File: src/rtl/perm_chk_pkg.sv
package perm_chk_pkg;
   typedef enum logic [1:0] {OP_ACC, OP_GRANT, OP_DOWN} op_e;
   typedef enum logic [2:0] {
      S_IDLE, S_LOOK, S_FREQ, S_FWAIT, S_TLB, S_FLUSH, S_COMMIT
   } st_e;
   localparam int PB_RD = 0;
   localparam int PB_WR = 1;
endpackage

File: src/rtl/perm_ctrl.sv
module perm_ctrl
   import perm_chk_pkg::*;
#(
   parameter int ADDR_W     = 32,
   parameter int PAGE_SHIFT = 12,
   parameter int PPN_W      = 20
) (
   input  logic              clk,
   input  logic              rst_n,
   input  logic              acc_valid,
   output logic              acc_ready,
   input  logic              acc_write,
   input  logic [ADDR_W-1:0] acc_addr,
   input  logic              grt_valid,
   output logic              grt_ready,
   input  logic [PPN_W-1:0]  grt_ppn,
   input  logic [1:0]        grt_bits,
   input  logic              dg_valid,
   output logic              dg_ready,
   input  logic [PPN_W-1:0]  dg_ppn,
   input  logic [1:0]        dg_keep,
   output logic [PPN_W-1:0]  cur_ppn,
   input  logic              cache_hit,
   input  logic [1:0]        cache_bits,
   output logic              fill_en,
   output logic              upd_en,
   output logic [1:0]        upd_bits,
   output logic              fwd_valid,
   output logic              fwd_write,
   output logic [ADDR_W-1:0] fwd_addr,
   output logic              rd_err_valid,
   output logic              wr_drop_valid,
   output logic              viol_flag,
   output logic [ADDR_W-1:0] viol_addr,
   output logic              tbl_rd_valid,
   input  logic              tbl_rsp_valid,
   output logic              tbl_wr_valid,
   output logic              tlb_inv_valid,
   input  logic              tlb_inv_done,
   output logic              flush_valid,
   input  logic              flush_done
);
   st_e               st_q;
   op_e               op_q;
   logic [ADDR_W-1:0] addr_q;
   logic              wr_q;
   logic [PPN_W-1:0]  ppn_q;
   logic [1:0]        arg_q;
   logic [1:0]        newv_q;

   logic       idle, look_hit, allowed, lose_wr, direct_commit, refused;
   logic [1:0] merged, shrunk;

   assign idle      = (st_q == S_IDLE);
   assign dg_ready  = idle && dg_valid;
   assign grt_ready = idle && !dg_valid && grt_valid;
   assign acc_ready = idle && !dg_valid && !grt_valid;

   assign look_hit = (st_q == S_LOOK) && cache_hit;
   assign allowed  = wr_q ? cache_bits[PB_WR] : cache_bits[PB_RD];
   assign merged   = cache_bits | arg_q;
   assign shrunk   = cache_bits & arg_q;
   assign lose_wr  = cache_bits[PB_WR] && !shrunk[PB_WR];
   assign refused  = look_hit && (op_q == OP_ACC) && !allowed;

   assign direct_commit = look_hit &&
      ((op_q == OP_GRANT) || ((op_q == OP_DOWN) && !lose_wr));

   assign fwd_valid     = look_hit && (op_q == OP_ACC) && allowed;
   assign fwd_write     = wr_q;
   assign fwd_addr      = addr_q;
   assign rd_err_valid  = refused && !wr_q;
   assign wr_drop_valid = refused && wr_q;

   assign upd_en        = direct_commit || (st_q == S_COMMIT);
   assign upd_bits      = (st_q == S_COMMIT) ? newv_q :
                          (op_q == OP_GRANT) ? merged : shrunk;
   assign tbl_wr_valid  = upd_en;
   assign tbl_rd_valid  = (st_q == S_FREQ);
   assign fill_en       = (st_q == S_FWAIT) && tbl_rsp_valid;
   assign tlb_inv_valid = (st_q == S_TLB);
   assign flush_valid   = (st_q == S_FLUSH);
   assign cur_ppn       = ppn_q;

   always_ff @(posedge clk or negedge rst_n) begin
      if (!rst_n) begin
         st_q   <= S_IDLE;
         op_q   <= OP_ACC;
         addr_q <= '0;
         wr_q   <= 1'b0;
         ppn_q  <= '0;
         arg_q  <= '0;
         newv_q <= '0;
      end else begin
         unique case (st_q)
            S_IDLE: begin
               if (dg_valid) begin
                  op_q  <= OP_DOWN;
                  ppn_q <= dg_ppn;
                  arg_q <= dg_keep;
                  st_q  <= S_LOOK;
               end else if (grt_valid) begin
                  op_q  <= OP_GRANT;
                  ppn_q <= grt_ppn;
                  arg_q <= grt_bits;
                  st_q  <= S_LOOK;
               end else if (acc_valid) begin
                  op_q   <= OP_ACC;
                  addr_q <= acc_addr;
                  wr_q   <= acc_write;
                  ppn_q  <= acc_addr[ADDR_W-1:PAGE_SHIFT];
                  st_q   <= S_LOOK;
               end
            end
            S_LOOK: begin
               if (!cache_hit) begin
                  st_q <= S_FREQ;
               end else if ((op_q == OP_DOWN) && lose_wr) begin
                  newv_q <= shrunk;
                  st_q   <= S_TLB;
               end else begin
                  st_q <= S_IDLE;
               end
            end
            S_FREQ:   st_q <= S_FWAIT;
            S_FWAIT:  if (tbl_rsp_valid) st_q <= S_LOOK;
            S_TLB:    if (tlb_inv_done)  st_q <= S_FLUSH;
            S_FLUSH:  if (flush_done)    st_q <= S_COMMIT;
            S_COMMIT: st_q <= S_IDLE;
            default:  st_q <= S_IDLE;
         endcase
      end
   end

   always_ff @(posedge clk or negedge rst_n) begin
      if (!rst_n) begin
         viol_flag <= 1'b0;
         viol_addr <= '0;
      end else if (refused && !viol_flag) begin
         viol_flag <= 1'b1;
         viol_addr <= addr_q;
      end
   end

   AST_VIOL_STICKY: assert property (@(posedge clk) disable iff (!rst_n)
      viol_flag |=> viol_flag);
   AST_VIOL_ADDR_HELD: assert property (@(posedge clk) disable iff (!rst_n)
      viol_flag |=> $stable(viol_addr));
   AST_ONE_OUTCOME: assert property (@(posedge clk) disable iff (!rst_n)
      !(fwd_valid && (rd_err_valid || wr_drop_valid)));
   AST_RD_SINGLE_PULSE: assert property (@(posedge clk) disable iff (!rst_n)
      tbl_rd_valid |=> !tbl_rd_valid);
   AST_NO_WRITE_IN_SEQ: assert property (@(posedge clk) disable iff (!rst_n)
      (tlb_inv_valid || flush_valid) |-> !tbl_wr_valid);
   AST_FLUSH_AFTER_INV: assert property (@(posedge clk) disable iff (!rst_n)
      $rose(flush_valid) |-> $past(tlb_inv_valid));
   AST_BUSY_NOT_READY: assert property (@(posedge clk) disable iff (!rst_n)
      (tlb_inv_valid || flush_valid || tbl_rd_valid) |-> !(acc_ready || grt_ready || dg_ready));
endmodule

File: config.mk
export PLATFORM = sky130hd
export DESIGN_NAME = perm_ctrl
export DESIGN_NICKNAME = d
export VERILOG_FILES = /design/src/rtl/perm_chk_pkg.sv /design/src/rtl/perm_ctrl.sv
export SDC_FILE = /design/constraint.sdc
export NUM_CORES = 1
export LEC_CHECK = 0
export ABC_CLOCK_PERIOD_IN_PS = 2050
export BUFFER_PORTS_ARGS = -buffer_cell sky130_fd_sc_hd__buf_4
export CORE_UTILIZATION = 47
export CTS_CLUSTER_SIZE = 24
export DETAILED_ROUTE_END_ITERATION = 10
export GPL_ROUTABILITY_DRIVEN = 0
export HOLD_SLACK_MARGIN = 0.02
export PLACE_DENSITY = 0.8
export RECOVER_POWER = 100
export SYNTH_ARGS = -nofsm -noshare
export SYNTH_HDL_FRONTEND = slang
export SYNTH_SLANG_ARGS = --single-unit
export TNS_END_PERCENT = 100
File: constraint.sdc
create_clock -name clk -period 2.05 [get_ports clk]
set_input_delay 0.205 -clock clk [delete_from_list [all_inputs] [get_ports clk]]
set_output_delay 0.205 -clock clk [all_outputs]
set_load 0.02 [all_outputs]
==> run metrics, run 1 <==
Layout Skew=0.0185 ns; reg2reg path depth=4; Peak Freq=0.503 GHz; initial core utilization=~49%; Hold Startpoint=acc_write; Die Span Y=97.2 microns; register area share after synthesis=a little under three fifths; initial antenna violation count=0; Overflow after GRT=0; min Tclk post-route=1.99 ns; clock slew at reported path FFs=0.10 ns; DR vias/cell=5.17; RSZ-0062 raised after global routing=false; placed inst area=5790 sq um; R2R Path End=viol_addr[7]; sw frac=slightly above 40%; Critical Path Fanout Max=18; worst min-delay path endpoint=fwd_write; port bufs=187; Internal=0.00450 W; die area=9450 sq um; synth warn=0; clock power share=14.7%; chip width=97.2 microns; most frequent cell after synthesis=dfrtp_1; Max Buffers Root-to-Sink=2; register-to-register setup slack=0.06 ns; Synth async-reset ratio=100%; Commonest cells post-synth=dfrtp_1 (95), mux2_2 (86), nand2_1 (25); Post-Syn Area=between 4000 and 5000 sq um; layout cells sized above 1=42.4%; Final Cycle Share=between 90% and 100%; Synth Flop Type=dfrtp_1; drt first pass iters=4; post-DR wirelength/cell=between 15 and 20 microns; endpoints failing hold=0; worst r2r src=fwd_write; H-Tree Depth=3; Routed WL=10,600 microns; #FFs+latches synth=95; DRT antenna net count=0; syn_nets=412; worst path arrival time=2.22 ns; Lkg Pwr=around 2.7 nW; Switch Pwr=roughly 0.0031 W; Diodes inserted=0; detailed-route via count=3,255; max-cap viol count=0; design area=5640 sq um; Final Max Tran Viols=0; Hold Path Cell Cnt=2; vias in the first global route=around 3,500; DP HPWL=8010 microns; DRC viols=0; Num CTS Buffers=9; Clk Latency, worst-skew pair=approximately 0.35 ns; Post-synth EDFFs=0; CTS tree=yes; Initial DRC Count=75; Synth Instances=324; Crit. End Element=flop; fillers=775; mean area per synthesized cell=13.1 sq um; Seq pwr share=~42%; min-delay worst type=in -> reg; core footprint=approximately 9000 sq um; type of origin of the critical path=flop; post-synth top area share=55.8%; first-pass GRT wire length=17,400 microns; GRT Total Usage=23.2%; top cells by area, synth=dfrtp_1 (56%), mux2_2 (23%), mux2i_1 (4.9%), o21ai_0 (2.6%), nand2_1 (2.2%); total power draw=0.00764 W; nets=604; WHS=roughly 0.08 ns; kind of critical path=reg -> reg; largest net degree at the start of global routing=44; P per Cell Area=1350 nW/um^2; CTS sink cnt=95; root buffer cell=clkbuf_8; row count=34; post-synth top area cell=dfrtp_1; area delta synth->final=32.4%; Logic pwr share=between 40% and 50%; status=finished clean; Slew HR=27.6%; Cell variety after synth=34; I/O pin count=188; Slew @ Worst Pin=between 1 and 1.5 ns; Required @ worst endpoint=between 2 and 2.5 ns; setup tns final=0 ns; endpoints failing setup=0; VDD IR max=0.000626 V
-- area by class of cell --
type / instances / area, sq um / area share, %
inverter: 4 / 15.0 / 0.266
multi-input combinational: 205 / 1750 / 31.0
clock inverter: 4 / 30.0 / 0.533
sequential: 95 / 2380 / 42.2
timing repair buffer: 201 / 1180 / 21.0
clock buffer: 12 / 145 / 2.57
tap: 108 / 135 / 2.40
-- state kept, by name (all words and copies together) (netlist names) --
register / cells
viol_flag: 1
viol_addr: 32
st_q: 3
newv_q: 2
fwd_addr: 32
arg_q: 2
cur_ppn: 20
op_q: 2
fwd_write: 1
-- routing by layer --
metal | share of wire, % | global-route usage (%) | vias up | wire length, microns
met5 | 0 | 0 | - | 0
met4 | 2.3 | 9.64 | 0 | 245
met2 | 53 | 40.7 | 103 | 5610
met3 | 4.4 | 4.17 | 17 | 466
met1 | 40 | 28.2 | 1611 | 4250
li1 | - | - | 1524 | -
-- worst max-delay path, stage by stage, from the launching register on --
cell and delay, ns:
dfrtp_1 0.42, mux2_2 0.37, nor4_1 0.35, buf_4 0.34
mux2_2 0.37
-- placed cells by master, fill, tap and decap left out, drive strengths merged --
| cell | count |
|---|---|
| a21oi | 7 |
| and3 | 1 |
| and2 | 1 |
| clkinv | 2 |
| or2 | 2 |
| clkbuf | 107 |
| nand2 | 25 |
| nand2b | 5 |
| o2bb2ai | 1 |
| nand4bb | 1 |
| or3 | 2 |
| nand3 | 2 |
| or4b | 1 |
| nor3 | 3 |
| o21bai | 1 |
| buf | 105 |
| nor2b | 5 |
| dfrtp | 95 |
| nor3b | 2 |
| inv | 5 |
| maj3 | 2 |
| nor2 | 4 |
| a21o | 1 |
| dlygate4sd3 | 1 |
| mux2i | 21 |
| clkinvlp | 1 |
| nor4 | 2 |
| mux2 | 88 |
| or3b | 1 |
| o22ai | 5 |
| o21ai | 22 |
-- cells by family (layout without fill, tap and decap cells) --
| logic type | after synthesis | count (layout) | share of synthesized area [%] |
|---|---|---|---|
| buf+inv | 24 | 221 | 3.11 |
| simple gates | 57 | 57 | 7.70 |
| flops | 95 | 95 | 55.8 |
| compound gates | 37 | 37 | 4.70 |
| mux | 109 | 109 | 28.2 |
| fa+ha+maj | 2 | 2 | 0.470 |
-- how the worst max path moves through the flow --
| stage | depth (start not counted) | slack [ns] | endpoint | from |
|---|---|---|---|---|
| floorplan | 4 | 0.25 | viol_addr[0] | fwd_write |
| detailed placement | 4 | 0.15 | viol_addr[7] | st_q[1] |
| finish | 4 | 0.06 | viol_addr[7] | fwd_write |
| global route | 4 | 0.02 | viol_addr[15] | st_q[2] |
| global placement | 4 | 0.21 | viol_addr[15] | st_q[1] |
| CTS | 3 | 0.01 | dg_ready | st_q[2] |
-- through the flow --
stage,utilization (%),cells,setup WS [ns]
2_1_floorplan,-,324,0.246
3_3_place_gp,66.0,609,0.213
6_report,64.3,629,0.0619
4_1_cts,68.3,628,0.0104
3_5_place_dp,66.0,609,0.151
5_1_grt,64.3,629,0.0192
-- repair_timing --
action,CTS,global route
hold buffers,1,0
pin swaps,0,0
gates resized for setup,3,2
buffers inserted,2,1
hold endpoints to repair,38,0
gates cloned,0,0
endpoints found under the setup margin,2,2
-- power by group through the flow --
stage,Combinational [W],Clock [W],Sequential (W)
floorplan,0.00140,0,0.00397
global placement,0.00388,0,0.00319
detailed placement,0.00396,0,0.00324
CTS,0.00401,0.00115,0.00319
global route,0.00358,0.00125,0.00328
finish,0.00334,0.00112,0.00317
(Power assumes the default switching activity.)
==> run 2, diff against run 1 <==
--- a/config.mk
+++ b/config.mk
@@ -5,7 +5,7 @@
 export SDC_FILE = /design/constraint.sdc
 export NUM_CORES = 1
 export LEC_CHECK = 0
-export ABC_CLOCK_PERIOD_IN_PS = 2050
+export ABC_CLOCK_PERIOD_IN_PS = 2000
 export BUFFER_PORTS_ARGS = -buffer_cell sky130_fd_sc_hd__buf_4
 export CORE_UTILIZATION = 47
 export CTS_CLUSTER_SIZE = 24
@@ -14,6 +14,7 @@
 export HOLD_SLACK_MARGIN = 0.02
 export PLACE_DENSITY = 0.8
 export RECOVER_POWER = 100
+export SLEW_MARGIN = 20
 export SYNTH_ARGS = -nofsm -noshare
 export SYNTH_HDL_FRONTEND = slang
 export SYNTH_SLANG_ARGS = --single-unit
==> constraint.sdc (replaced) <==
create_clock -name clk -period 2 [get_ports clk]
set_input_delay 0.2 -clock clk [delete_from_list [all_inputs] [get_ports clk]]
set_output_delay 0.2 -clock clk [all_outputs]
set_load 0.02 [all_outputs]
==> run 2 against run 1 <==
Sequential share of layout area fell by 0.38 points. Clock skew shrank 0.0062 ns. Flip-flop and latch count did not move. Critical path type is now reg -> out.
==> run metrics, run 2 (synthesis results as in run 1) <==
status=finished clean; VDD IR max=0.000675 V; area occupied by multi-input gates=1770 sq um; die area=about 9400 sq um; register-to-register setup slack=0.12 ns; Placed Cells=610; setup tns final=0 ns; nets=605; Required @ worst endpoint=1.80 ns; R2R Path End=viol_addr[13]; Non-Filler Instances=between 600 and 700; Clk Latency, worst-skew pair=0.35 ns; initial core utilization=48.6%; Final Max Tran Viols=0; row count=34; Layout Skew=roughly 0.012 ns; Final Cycle Share=between 90% and 100%; largest net degree at the start of global routing=48; final core utilization=around two thirds; vias in the first global route=3,478; Peak Freq=approximately 0.52 GHz; drt first pass iters=6; final worst slack=approximately 0.079 ns; Max Buffers Root-to-Sink=2; layout cells sized above 1=roughly 42%; Diodes inserted=0; max-cap viol count=0; initial antenna violation count=0; Slew @ Worst Pin=1.16 ns; post-DR wirelength/cell=around 17 microns; CTS sink cnt=95; Critical Path Fanout Max=9; reg2reg path depth=4; Overflow after GRT=0; area delta synth->final=33.5%; dpl ws=0.163 ns; Lkg Pwr=2.71 nW; DRT antenna net count=0; clock slew at reported path FFs=about 0.1 ns; total power draw=between 0.008 and 0.009 W; DP HPWL=8020 microns; root buffer cell=clkbuf_8; P per Cell Area=1430 nW/um^2; kind of critical path=reg -> out; Slew HR=22.5%; DR vias/cell=5.29; type of origin of the critical path=flop; Hold Startpoint=acc_addr[3]; worst r2r src=fwd_write; fillers=746; worst path arrival time=~1.7 ns; commonest cells after routing, fill and taps aside=buf_4 (96), dfrtp_1 (93), clkbuf_1 (93), mux2_2 (86), nand2_1 (25); RSZ-0062 raised after global routing=false; port bufs=187; endpoints failing setup=0; commonest non-fill, non-tap cell in the layout=buf_4; Routed WL=10,700 microns; min-delay worst type=in -> reg; min Tclk post-route=1.92 ns; endpoints failing hold=0; Num CTS Buffers=9; core footprint=8760 sq um; GRT Total Usage=23.7%; CTS tree=yes; Initial DRC Count=85; worst min-delay path endpoint=fwd_addr[3]; Die Span Y=97.2 microns; first-pass GRT wire length=17,500 microns; DRC viols=0; H-Tree Depth=3; Crit. End Element=primary output; detailed-route via count=3,331; I/O pin count=approximately 190; Storage cell area=2380 sq um; Hold Path Cell Cnt=2; chip width=just under 100 microns
-- run 2: metrics by stage --
| step | instance area [sq um] | hold slack [ns] |
|---|---|---|
| final | 5690 | 0.0732 |
| after CTS | 6060 | 0.0526 |
| after floorplan | 4260 | -0.0956 |
| after global routing | 5690 | 0.0538 |
| after detailed placement | 5790 | 0.241 |
| after global placement | 5790 | 0.237 |
-- run 2: worst max-delay path by stage --
stage                    from            end  depth (start not counted)
floorplan           fwd_write   viol_addr[0]                          4
global placement      st_q[2]  viol_addr[15]                          4
detailed placement    st_q[2]   viol_addr[2]                          4
CTS                   op_q[0]  wr_drop_valid                          4
global route          st_q[2]      acc_ready                          4
finish                st_q[2]       dg_ready                          4
-- run 2: final cells by class --
type | count | area share, %
Sequential cell | 95 | 41.8
Tap cell | 108 | 2.38
Inverter | 4 | 0.264
Clock buffer | 10 | 2.42
Clock inverter | 6 | 1.61
Timing Repair Buffer | 202 | 20.4
Multi-Input combinational cell | 205 | 31.0
-- run 2: worst max-delay path, cell delays in order, from the launching register on --
cell and delay (ns):
dfrtp_2 0.41, buf_4 0.16, or4b_4 0.55, inv_1 0.11, buf_4 0.15
-- run 2: power by group --
| group | internal [W] | leakage, nW | total, W | switching, W |
|---|---|---|---|---|
| Combinational | 0.00140 | 1.40 | 0.00347 | 0.00207 |
| Clock | 0.000746 | 0.117 | 0.00142 | 0.000671 |
| Sequential | 0.00272 | 1.19 | 0.00325 | 0.000528 |
-- run 2: routing by layer --
layer | vias to the layer above | wire length (microns) | GRT usage [%]
li1 | 1527 | - | -
met1 | 1651 | 4140 | 28.6
met2 | 127 | 5610 | 40.1
met3 | 26 | 593 | 4.68
met4 | 0 | 341 | 12.6
met5 | - | 0 | 0
-- run 2: what timing repair did --
item / 4_1_cts / 5_1_grt
hold buffers: 1 / 0
cloned: 0 / 0
buffers inserted: 3 / 0
hold endpoints to repair: 45 / 0
setup endpoints to repair: 4 / 2
gates resized for setup: 4 / 3
==> run 3, diff against run 2 <==
--- a/config.mk
+++ b/config.mk
@@ -7,12 +7,13 @@
 export LEC_CHECK = 0
 export ABC_CLOCK_PERIOD_IN_PS = 2000
 export BUFFER_PORTS_ARGS = -buffer_cell sky130_fd_sc_hd__buf_4
-export CORE_UTILIZATION = 47
+export CORE_UTILIZATION = 49
+export CTS_BUF_LIST = sky130_fd_sc_hd__clkbuf_4 sky130_fd_sc_hd__clkbuf_8
 export CTS_CLUSTER_SIZE = 24
 export DETAILED_ROUTE_END_ITERATION = 10
 export GPL_ROUTABILITY_DRIVEN = 0
 export HOLD_SLACK_MARGIN = 0.02
-export PLACE_DENSITY = 0.8
+export PLACE_DENSITY = 0.82
 export RECOVER_POWER = 100
 export SLEW_MARGIN = 20
 export SYNTH_ARGS = -nofsm -noshare
==> run 3 against run 2 <==
Utilization rose by 2.3 points. Hold slack improved by 0.00089 ns. Total power fell by 4.5%. Largest cell class unchanged. Clock-buffer cell count did not move. Clock skew barely moved. Wire length fell by 3.0%. Sequential power barely moved. Combinational power fell by 2%.
==> run metrics, run 3 (synthesis results as in run 1) <==
status=finished clean; die area=9070 sq um; root buffer cell=clkbuf_8; met1 WL=4110 microns; Num CTS Buffers=9; setup tns final=0 ns; min-delay worst type=in -> reg; chip width=95.2 microns; fillers=between 700 and 800; drt first pass iters=4; Initial DRC Count=about 130; Clk Latency, worst-skew pair=0.35 ns; DR vias/cell=5.24; endpoints failing setup=0; R2R Path End=fwd_addr[10]; min Tclk post-route=1.92 ns; max-cap viol count=0; Critical Path Fanout Max=10; Routed met2 length=about 5400 microns; post-DR wirelength/cell=around 17 microns; Max Buffers Root-to-Sink=2; register-to-register setup slack=around 0.11 ns; Slew @ Worst Pin=roughly 1.1 ns; GRT Total Usage=23.5%; clock power share=between 10% and 20%; port bufs=187; Diodes inserted=0; P per Cell Area=1390 nW/um^2; RSZ-0062 raised after global routing=false; Seq pwr share=41.8%; worst r2r src=st_q[2]; routed wl met3=666 microns; I/O pin count=188; commonest cells after routing, fill and taps aside=buf_4 (94), dfrtp_1 (93), clkbuf_1 (93), mux2_2 (85), nand2_1 (25); Die Span Y=95.2 microns; core footprint=around 8300 sq um; Internal=0.00456 W; nets=600; Overflow after GRT=0; vias in the first global route=3,172; reg2reg path depth=4; Switch Pwr=about 0.0032 W; type of origin of the critical path=flop; Hold Startpoint=acc_addr[3]; VDD IR max=0.000677 V; DRT antenna net count=0; first-pass GRT wire length=15,900 microns; area occupied by multi-input gates=1750 sq um; Final Cycle Share=96.2%; kind of critical path=reg -> out; Crit. End Element=primary output; endpoints failing hold=0; Slew HR=approximately 30%; DRC viols=0; Peak Freq=about 0.52 GHz; Required @ worst endpoint=roughly 1.8 ns; clock slew at reported path FFs=0.09 ns; Storage cell area=2380 sq um; worst path arrival time=1.72 ns; final core utilization=roughly 67%; DP HPWL=7730 microns; row count=33; Hold Path Cell Cnt=2; worst min-delay path endpoint=fwd_addr[3]; Layout Skew=0.0124 ns; sw frac=41.3%; CTS sink cnt=between 90 and 100; WHS=around 0.074 ns; CTS tree=yes; area delta synth->final=31.0%; Final Max Tran Viols=0; Logic pwr share=43.6%; initial antenna violation count=0; layout cells sized above 1=41.1%; largest net degree at the start of global routing=54; H-Tree Depth=3; detailed-route via count=3,254; initial core utilization=51.3%; Lkg Pwr=2.65 nW; Routed WL=10,400 microns; top sig layer=met4; commonest non-fill, non-tap cell in the layout=buf_4
==> run 3: cell types whose count changed in the layout (fill, tap and decap cells not counted), moves of 2 or more <==
| cell | delta |
|---|---|
| clkbuf_4 | -2 |
| clkinvlp_4 | +2 |
| bufinv_16 | -2 |
| buf_4 | -2 |
| clkbuf_2 | -2 |
| clkinv_4 | -2 |
==> run 3: worst max-delay path by stage <==
stage	depth (start not counted)	slack, ns	startpoint	endpoint
4_1_cts	4	0.05	st_q[2]	wr_drop_valid
6_report	4	0.08	st_q[1]	dg_ready
2_1_floorplan	4	0.20	fwd_write	viol_addr[0]
3_3_place_gp	4	0.24	st_q[2]	viol_addr[18]
3_5_place_dp	4	0.20	st_q[2]	viol_addr[23]
5_1_grt	4	0.004	st_q[1]	dg_ready
==> run 3: final cells by class <==
class	instances	area share, %
tap	105	2.35
clock inverter	5	0.606
inverter	4	0.269
sequential	95	42.7
multi-input combinational	205	31.3
timing repair buffer	197	20.3
clock buffer	10	2.47
==> run 3: critical path, stage by stage (launching register included) <==
cell and delay [ns]:
dfrtp_1 0.38, buf_4 0.16, or4b_1 0.56, inv_1 0.12, buf_4 0.15
==> run 3: metrics by stage <==
step	instance area [sq um]	cells	setup WS [ns]	total power, W
2_1_floorplan	4260	324	0.196	0.00551
3_3_place_gp	5790	605	0.240	0.00726
3_5_place_dp	5790	605	0.195	0.00740
4_1_cts	5980	621	0.0462	0.00855
5_1_grt	5580	621	0.00352	0.00823
6_report	5580	621	0.0768	0.00777
==> run 3: what timing repair did <==
action                     CTS  global route
gates resized for setup      5             1
setup endpoints to repair    2             1
hold buffers                 1             0
gates cloned                 0             0
hold endpoints to repair    42             0
buffers inserted             0             0
==> run 3: routing by layer <==
metal  GRT usage (%)  vias up
met1            28.3     1604
met4            8.21        0
met2            41.4      120
li1                -     1519
met3            4.94       11
met5               0        -
==> run 3: power by group through the flow <==
stage / registers (W) / logic (W) / clock network, W
after floorplan: 0.00407 / 0.00144 / 0
after CTS: 0.00327 / 0.00412 / 0.00116
final: 0.00325 / 0.00339 / 0.00113
after detailed placement: 0.00330 / 0.00410 / 0
after global routing: 0.00338 / 0.00363 / 0.00122
after global placement: 0.00324 / 0.00402 / 0
